--- config.mk ---
export PLATFORM = sky130hd
export DESIGN_NAME = pci_irq_router
export DESIGN_NICKNAME = d
export VERILOG_FILES = /design/src/rtl/irq_router_pkg.sv /design/src/rtl/irq_pin_store.sv /design/src/rtl/irq_steer_regs.sv /design/src/rtl/irq_line_steer.sv /design/src/rtl/pci_irq_router.sv
export SDC_FILE = /design/constraint.sdc
export NUM_CORES = 2
export LEC_CHECK = 0
export ABC_AREA = 1
export BUFFER_PORTS_ARGS = -buffer_cell sky130_fd_sc_hd__buf_2
export CAP_MARGIN = 20
export CORE_UTILIZATION = 40
export CTS_CLUSTER_DIAMETER = 60
export DETAILED_ROUTE_END_ITERATION = 7
export PLACE_DENSITY_LB_ADDON = 0.15
export SYNTH_ARGS = -nofsm -noshare
export SYNTH_HDL_FRONTEND = slang
export SYNTH_HIERARCHICAL = 1
export SYNTH_SLANG_ARGS = --single-unit
--- constraint.sdc ---
create_clock -name clk -period 1.8 [get_ports clk]
set_clock_uncertainty 0.1 [all_clocks]
set_input_delay 0.27 -clock clk [delete_from_list [all_inputs] [get_ports clk]]
set_output_delay 0.27 -clock clk [all_outputs]
set_load 0.1 [all_outputs]
--- src/rtl/irq_router_pkg.sv ---
package irq_router_pkg;

    localparam int PIN_COUNT   = 4;
    localparam int LINK_COUNT  = 4;
    localparam int LINK_W      = $clog2(LINK_COUNT);
    localparam int CFG_W       = 8;
    localparam logic [CFG_W-1:0] STEER_BASE = 8'h60;
    localparam logic [CFG_W-1:0] STEER_OFF  = 8'h80;

    typedef logic [CFG_W-1:0] steer_t;

    typedef enum logic [0:0] {
        PROFILE_ALL_OFF = 1'b0,
        PROFILE_SPLIT   = 1'b1
    } reset_profile_e;

    typedef struct packed {
        logic       valid;
        logic [7:0] devfn;
        logic [1:0] pin;
        logic       level;
    } pin_req_t;

    // Rotation of a device pin onto a shared link by slot number.
    function automatic logic [LINK_W-1:0] rotate_pin(input logic [7:0] devfn,
                                                     input logic [1:0] pin);
        logic [LINK_W-1:0] slot_lo;
        slot_lo = devfn[3 +: LINK_W];
        return LINK_W'(pin) + slot_lo - LINK_W'(1);
    endfunction

    function automatic steer_t steer_reset(input reset_profile_e profile,
                                           input int idx);
        if (profile == PROFILE_SPLIT)
            return (idx < 2) ? 8'h0A : 8'h0B;
        return STEER_OFF;
    endfunction

endpackage

--- src/rtl/irq_pin_store.sv ---
module irq_pin_store
    import irq_router_pkg::*;
#(
    parameter int DEV_COUNT = 256
) (
    input  logic                  clk,
    input  logic                  rst,
    input  pin_req_t              req,
    output logic [LINK_COUNT-1:0] link_lvl
);
    logic [DEV_COUNT-1:0][PIN_COUNT-1:0] lvl_q;

    always_ff @(posedge clk) begin
        if (rst)
            lvl_q <= '0;
        else if (req.valid && (int'(req.devfn) < DEV_COUNT))
            lvl_q[req.devfn][req.pin] <= req.level;
    end

    always_comb begin
        link_lvl = '0;
        for (int d = 0; d < DEV_COUNT; d++) begin
            for (int p = 0; p < PIN_COUNT; p++) begin
                if (lvl_q[d][p])
                    link_lvl[rotate_pin(8'(d), 2'(p))] = 1'b1;
            end
        end
    end
endmodule

--- src/rtl/irq_steer_regs.sv ---
module irq_steer_regs
    import irq_router_pkg::*;
#(
    parameter reset_profile_e PROFILE = PROFILE_ALL_OFF
) (
    input  logic                             clk,
    input  logic                             rst,
    input  logic                             cfg_wr,
    input  logic [CFG_W-1:0]                 cfg_addr,
    input  logic [CFG_W-1:0]                 cfg_wdata,
    output logic [CFG_W-1:0]                 cfg_rdata,
    output logic [LINK_COUNT-1:0][CFG_W-1:0] steer_q
);
    for (genvar i = 0; i < LINK_COUNT; i++) begin : g_steer
        localparam logic [CFG_W-1:0] OFFS = STEER_BASE + CFG_W'(i);
        always_ff @(posedge clk) begin
            if (rst)
                steer_q[i] <= steer_reset(PROFILE, i);
            else if (cfg_wr && (cfg_addr == OFFS))
                steer_q[i] <= cfg_wdata;
        end
    end

    always_comb begin
        cfg_rdata = '0;
        for (int i = 0; i < LINK_COUNT; i++) begin
            if (cfg_addr == STEER_BASE + CFG_W'(i))
                cfg_rdata = steer_q[i];
        end
    end
endmodule

--- src/rtl/irq_line_steer.sv ---
module irq_line_steer
    import irq_router_pkg::*;
#(
    parameter int LINE_COUNT = 16
) (
    input  logic [LINK_COUNT-1:0]            link_lvl,
    input  logic [LINK_COUNT-1:0][CFG_W-1:0] steer_q,
    output logic [LINE_COUNT-1:0]            lines
);
    for (genvar l = 0; l < LINE_COUNT; l++) begin : g_line
        always_comb begin
            lines[l] = 1'b0;
            for (int k = 0; k < LINK_COUNT; k++) begin
                if (link_lvl[k] && (int'(steer_q[k]) == l))
                    lines[l] = 1'b1;
            end
        end
    end
endmodule

--- src/rtl/pci_irq_router.sv ---
module pci_irq_router
    import irq_router_pkg::*;
#(
    parameter int             DEV_COUNT  = 256,
    parameter int             LINE_COUNT = 16,
    parameter reset_profile_e PROFILE    = PROFILE_ALL_OFF
) (
    input  logic                  clk,
    input  logic                  rst,
    input  logic                  req_valid,
    input  logic [7:0]            req_devfn,
    input  logic [1:0]            req_pin,
    input  logic                  req_level,
    input  logic                  cfg_wr,
    input  logic [CFG_W-1:0]      cfg_addr,
    input  logic [CFG_W-1:0]      cfg_wdata,
    output logic [CFG_W-1:0]      cfg_rdata,
    output logic [LINE_COUNT-1:0] irq_lines
);
    pin_req_t                         req;
    logic [LINK_COUNT-1:0]            link_lvl;
    logic [LINK_COUNT-1:0][CFG_W-1:0] steer_q;

    assign req = '{valid: req_valid, devfn: req_devfn, pin: req_pin, level: req_level};

    irq_pin_store #(.DEV_COUNT(DEV_COUNT)) u_store (
        .clk      (clk),
        .rst      (rst),
        .req      (req),
        .link_lvl (link_lvl)
    );

    irq_steer_regs #(.PROFILE(PROFILE)) u_regs (
        .clk       (clk),
        .rst       (rst),
        .cfg_wr    (cfg_wr),
        .cfg_addr  (cfg_addr),
        .cfg_wdata (cfg_wdata),
        .cfg_rdata (cfg_rdata),
        .steer_q   (steer_q)
    );

    irq_line_steer #(.LINE_COUNT(LINE_COUNT)) u_steer (
        .link_lvl (link_lvl),
        .steer_q  (steer_q),
        .lines    (irq_lines)
    );
endmodule

==> results.json <==
{
  "rsz0062_at_grt": "true",
  "clkTransAtPathRegs_ns": 0.06,
  "area_delta_synth_final_pct": 28.0,
  "vias_per_cell": 5.26,
  "wirelength_um": 166000,
  "r2r_slack_ns": 0.38,
  "clock_latency_ns": 0.72,
  "std_cell_rows": 129,
  "syn_inst": 7266,
  "synth_seq_cells": 1056,
  "leakagePower_nw": 24.6,
  "synth_xor_area_frac": 0,
  "io_buffers": 54,
  "dp.cells": 9186,
  "hpwl_um": 113000,
  "layout_commonest_cell": "nor2_1",
  "htreeDepth": 3,
  "coreArea_um2": 124000,
  "ys_types": 31,
  "synthArstFlopShare": 0,
  "fp.dieW_um": 357,
  "min_period_ns": 3.19,
  "ioPinCount": 55,
  "yosys.area_share.adder": 0,
  "routedWlPerCell_um": 17.6,
  "synthMuxAreaShare": 0,
  "instances_no_fill": 9442,
  "worst_pin_slew_ns": 0.483,
  "fin_nets": 7738,
  "gp_congestion": 0.864,
  "grt_pass1_vias": 46000,
  "path_common_cell": "nor2_4",
  "setup_viol": 25,
  "slew_headroom": 0.678,
  "period_share": 1.77,
  "layout_common_cells": "1797 x nor2_1, 1020 x dfxtp_1, 820 x nor3_1",
  "ir_drop_mv": 0.704,
  "path_class": "reg -> out",
  "slowest_delay_ns": 0.32,
  "overflow": 0,
  "cts_root_buf": "clkbuf_16",
  "worstHoldPathType": "in -> reg",
  "drc": 0,
  "clock_path_buffers": 3,
  "rr_startpoint": "u_regs/steer_q[27]$_SDFFE_PP0P_",
  "synthSimpleGateAreaFrac": 0.352,
  "worstSetupEndpointType": "output port",
  "synth_top_family_by_area": "simple AND/OR/NAND/NOR gates",
  "yosys_warnings": 6,
  "min-delay-start": "cfg_wr",
  "worst-path-max-fanout": 5,
  "grt_max_degree": 94,
  "initialDrtViolationCount": 3655,
  "finalPower_w": 0.0514,
  "crit_required_ns": 1.43,
  "grt_pass1_wl_um": 261000,
  "synth_area_per_cell_um2": 6.92,
  "drt-pass1-iter-count": 6,
  "seq_area_frac_synth": 0.420,
  "slew_violations": 0,
  "fin_ws_ns": -1.39,
  "cap_violations": 0,
  "grt_usage": 0.256,
  "fmax_ghz": 0.314,
  "r2r_end": "u_regs/steer_q[27]$_SDFFE_PP0P_",
  "initial_utilization": 0.405,
  "critPathLaunchType": "register",
  "failed_checks": "setup timing",
  "cts_tree": "yes",
  "grt_antenna_before_repair": 8,
  "cellPowerDensity_nw_per_um2": 798,
  "rr_worst_depth": 6,
  "status": "finished with violations",
  "synth_enable_flop_cells": 0,
  "die_y_um": 357,
  "hold_depth": 5,
  "drive_gt1_frac": 0.182,
  "syn-num-nets": 7297,
  "vias": 49600,
  "min_to": "u_regs/steer_q[20]$_SDFFE_PP0P_",
  "synth.cell_area_um2": 50300,
  "postRouteAntennaNets": 0,
  "final_hold_viol_count": 0,
  "synth_flop_cell": "dfxtp_1",
  "fp.dieArea_um2": 127000,
  "arrival_ns": 2.82,
  "numCtsBuffers": 120,
  "crit_slowest_cell": "dfxtp_2",
  "synth-compound-area-share": 0.156,
  "clock-sinks": 1056,
  "path_cells": "nor2_2 -> nand3_2 -> nor2_4 -> buf_6 -> nand2_8 -> nor2_4 -> nand2_2 -> nor2_4 -> nand2_4 -> nand3_2 -> nor2_1 -> nand2_1 -> nand2_1 -> inv_2 -> nand2_8 -> buf_12"
}
==> timing repair <==
action                                  4_1_cts  5_1_grt
endpoints found under the hold margin        78        9
endpoints found under the setup margin       24      183
hold buffers                                 25        3
cloned                                        0        1
pin swaps                                   101       69
buffers inserted                              1       18
gates resized for setup                     327      188
==> metal layers <==
metal | GRT usage | share of wire | vias to the layer above
met2 | 0.419 | 0.46 | 1032
met4 | 0.0686 | 0.025 | 8
li1 | - | - | 24800
met3 | 0.0299 | 0.048 | 226
met1 | 0.355 | 0.47 | 23500
met5 | 0 | 0.00028 | -
==> flip-flops by register name (all words and copies together) (netlist names) <==
name and flops:
u_regs/steer_q 32, u_store/lvl_q 1024
==> how the worst max path moves through the flow <==
stage                                               start       endpoint  slack (ns)  cells after the start
after floorplan                               cfg_addr[3]   cfg_rdata[6]       -0.19                      6
after global placement    u_store/lvl_q[911]$_SDFFE_PP0P_  irq_lines[10]       -1.27                     16
after detailed placement  u_store/lvl_q[911]$_SDFFE_PP0P_  irq_lines[14]       -1.25                     14
after CTS                 u_store/lvl_q[539]$_SDFFE_PP0P_  irq_lines[10]       -1.37                     16
after global routing      u_store/lvl_q[683]$_SDFFE_PP0P_   irq_lines[6]       -1.49                     16
final                     u_store/lvl_q[683]$_SDFFE_PP0P_   irq_lines[6]       -1.39                     16
==> Yosys cell counts, types with 3 or more instances <==
master | n | share of area
buf_2 | 84 | 0.0084
a21oi_1 | 228 | 0.023
o21bai_1 | 52 | 0.0078
nand3_2 | 3 | 0.00060
nor2_8 | 3 | 0.0012
nor2_2 | 24 | 0.0030
a211oi_1 | 117 | 0.017
buf_1 | 69 | 0.0051
inv_1 | 399 | 0.030
o21a_1 | 552 | 0.082
nand3_4 | 3 | 0.0010
o21ai_0 | 257 | 0.026
nand4_1 | 64 | 0.0080
nor3_1 | 842 | 0.084
nor2_4 | 5 | 0.0011
buf_4 | 18 | 0.0027
nor2_1 | 1933 | 0.14
nand2_2 | 3 | 0.00037
buf_6 | 4 | 0.00090
dfxtp_1 | 1056 | 0.42
clkbuf_1 | 321 | 0.024
nand3_1 | 280 | 0.028
nand2_1 | 806 | 0.060
nor3b_1 | 133 | 0.020
inv_2 | 4 | 0.00030
==> per-stage QoR <==
| step | setup slack [ns] | hold WS, ns | TNS [ns] | utilization | instance area (um^2) |
|---|---|---|---|---|---|
| floorplan | -0.190 | 0.315 | -1.97 | - | 50600 |
| global placement | -1.27 | 0.343 | -58.67 | 0.471 | 58500 |
| detailed placement | -1.25 | 0.343 | -72.25 | 0.471 | 58500 |
| CTS | -1.37 | 0.0163 | -27.48 | 0.513 | 63700 |
| global route | -1.49 | 0.00337 | -25.36 | 0.518 | 64400 |
| finish | -1.39 | 0.00690 | -23.20 | 0.518 | 64400 |
==> kinds of logic after synthesis <==
family                 Yosys count
AND/OR/NAND/NOR               4101
AO/OA/AOI/OAI                 1207
flip-flops                    1056
buffers and inverters          902
==> worst max-delay path: cells and delay by family, from the launching register on <==
| family | cells | cell delay (ns) |
|---|---|---|
| and+or+nand+nor | 13 | 1.36 |
| buffers and inverters | 3 | 0.37 |
| DFF | 1 | 0.32 |
==> layout make-up <==
| cell class | instances | area, um^2 |
|---|---|---|
| diodes | 2 | 5.00 |
| fillers | 12100 | 59900 |
| repair buffers | 816 | 8450 |
| inverters | 404 | 1530 |
| clock buffers | 183 | 3530 |
| flip-flops and latches | 1056 | 21200 |
| well taps | 1637 | 2050 |
| clock inverters | 35 | 394 |
| multi-input cells | 5309 | 27200 |
==> power breakdown <==
group	total, W	internal, W	switching [W]
Sequential	0.0234	0.0234	0.00000871
Clock	0.0244	0.0142	0.0102
Combinational	0.00359	0.00117	0.00242
Power figures use the tool's default switching activity.
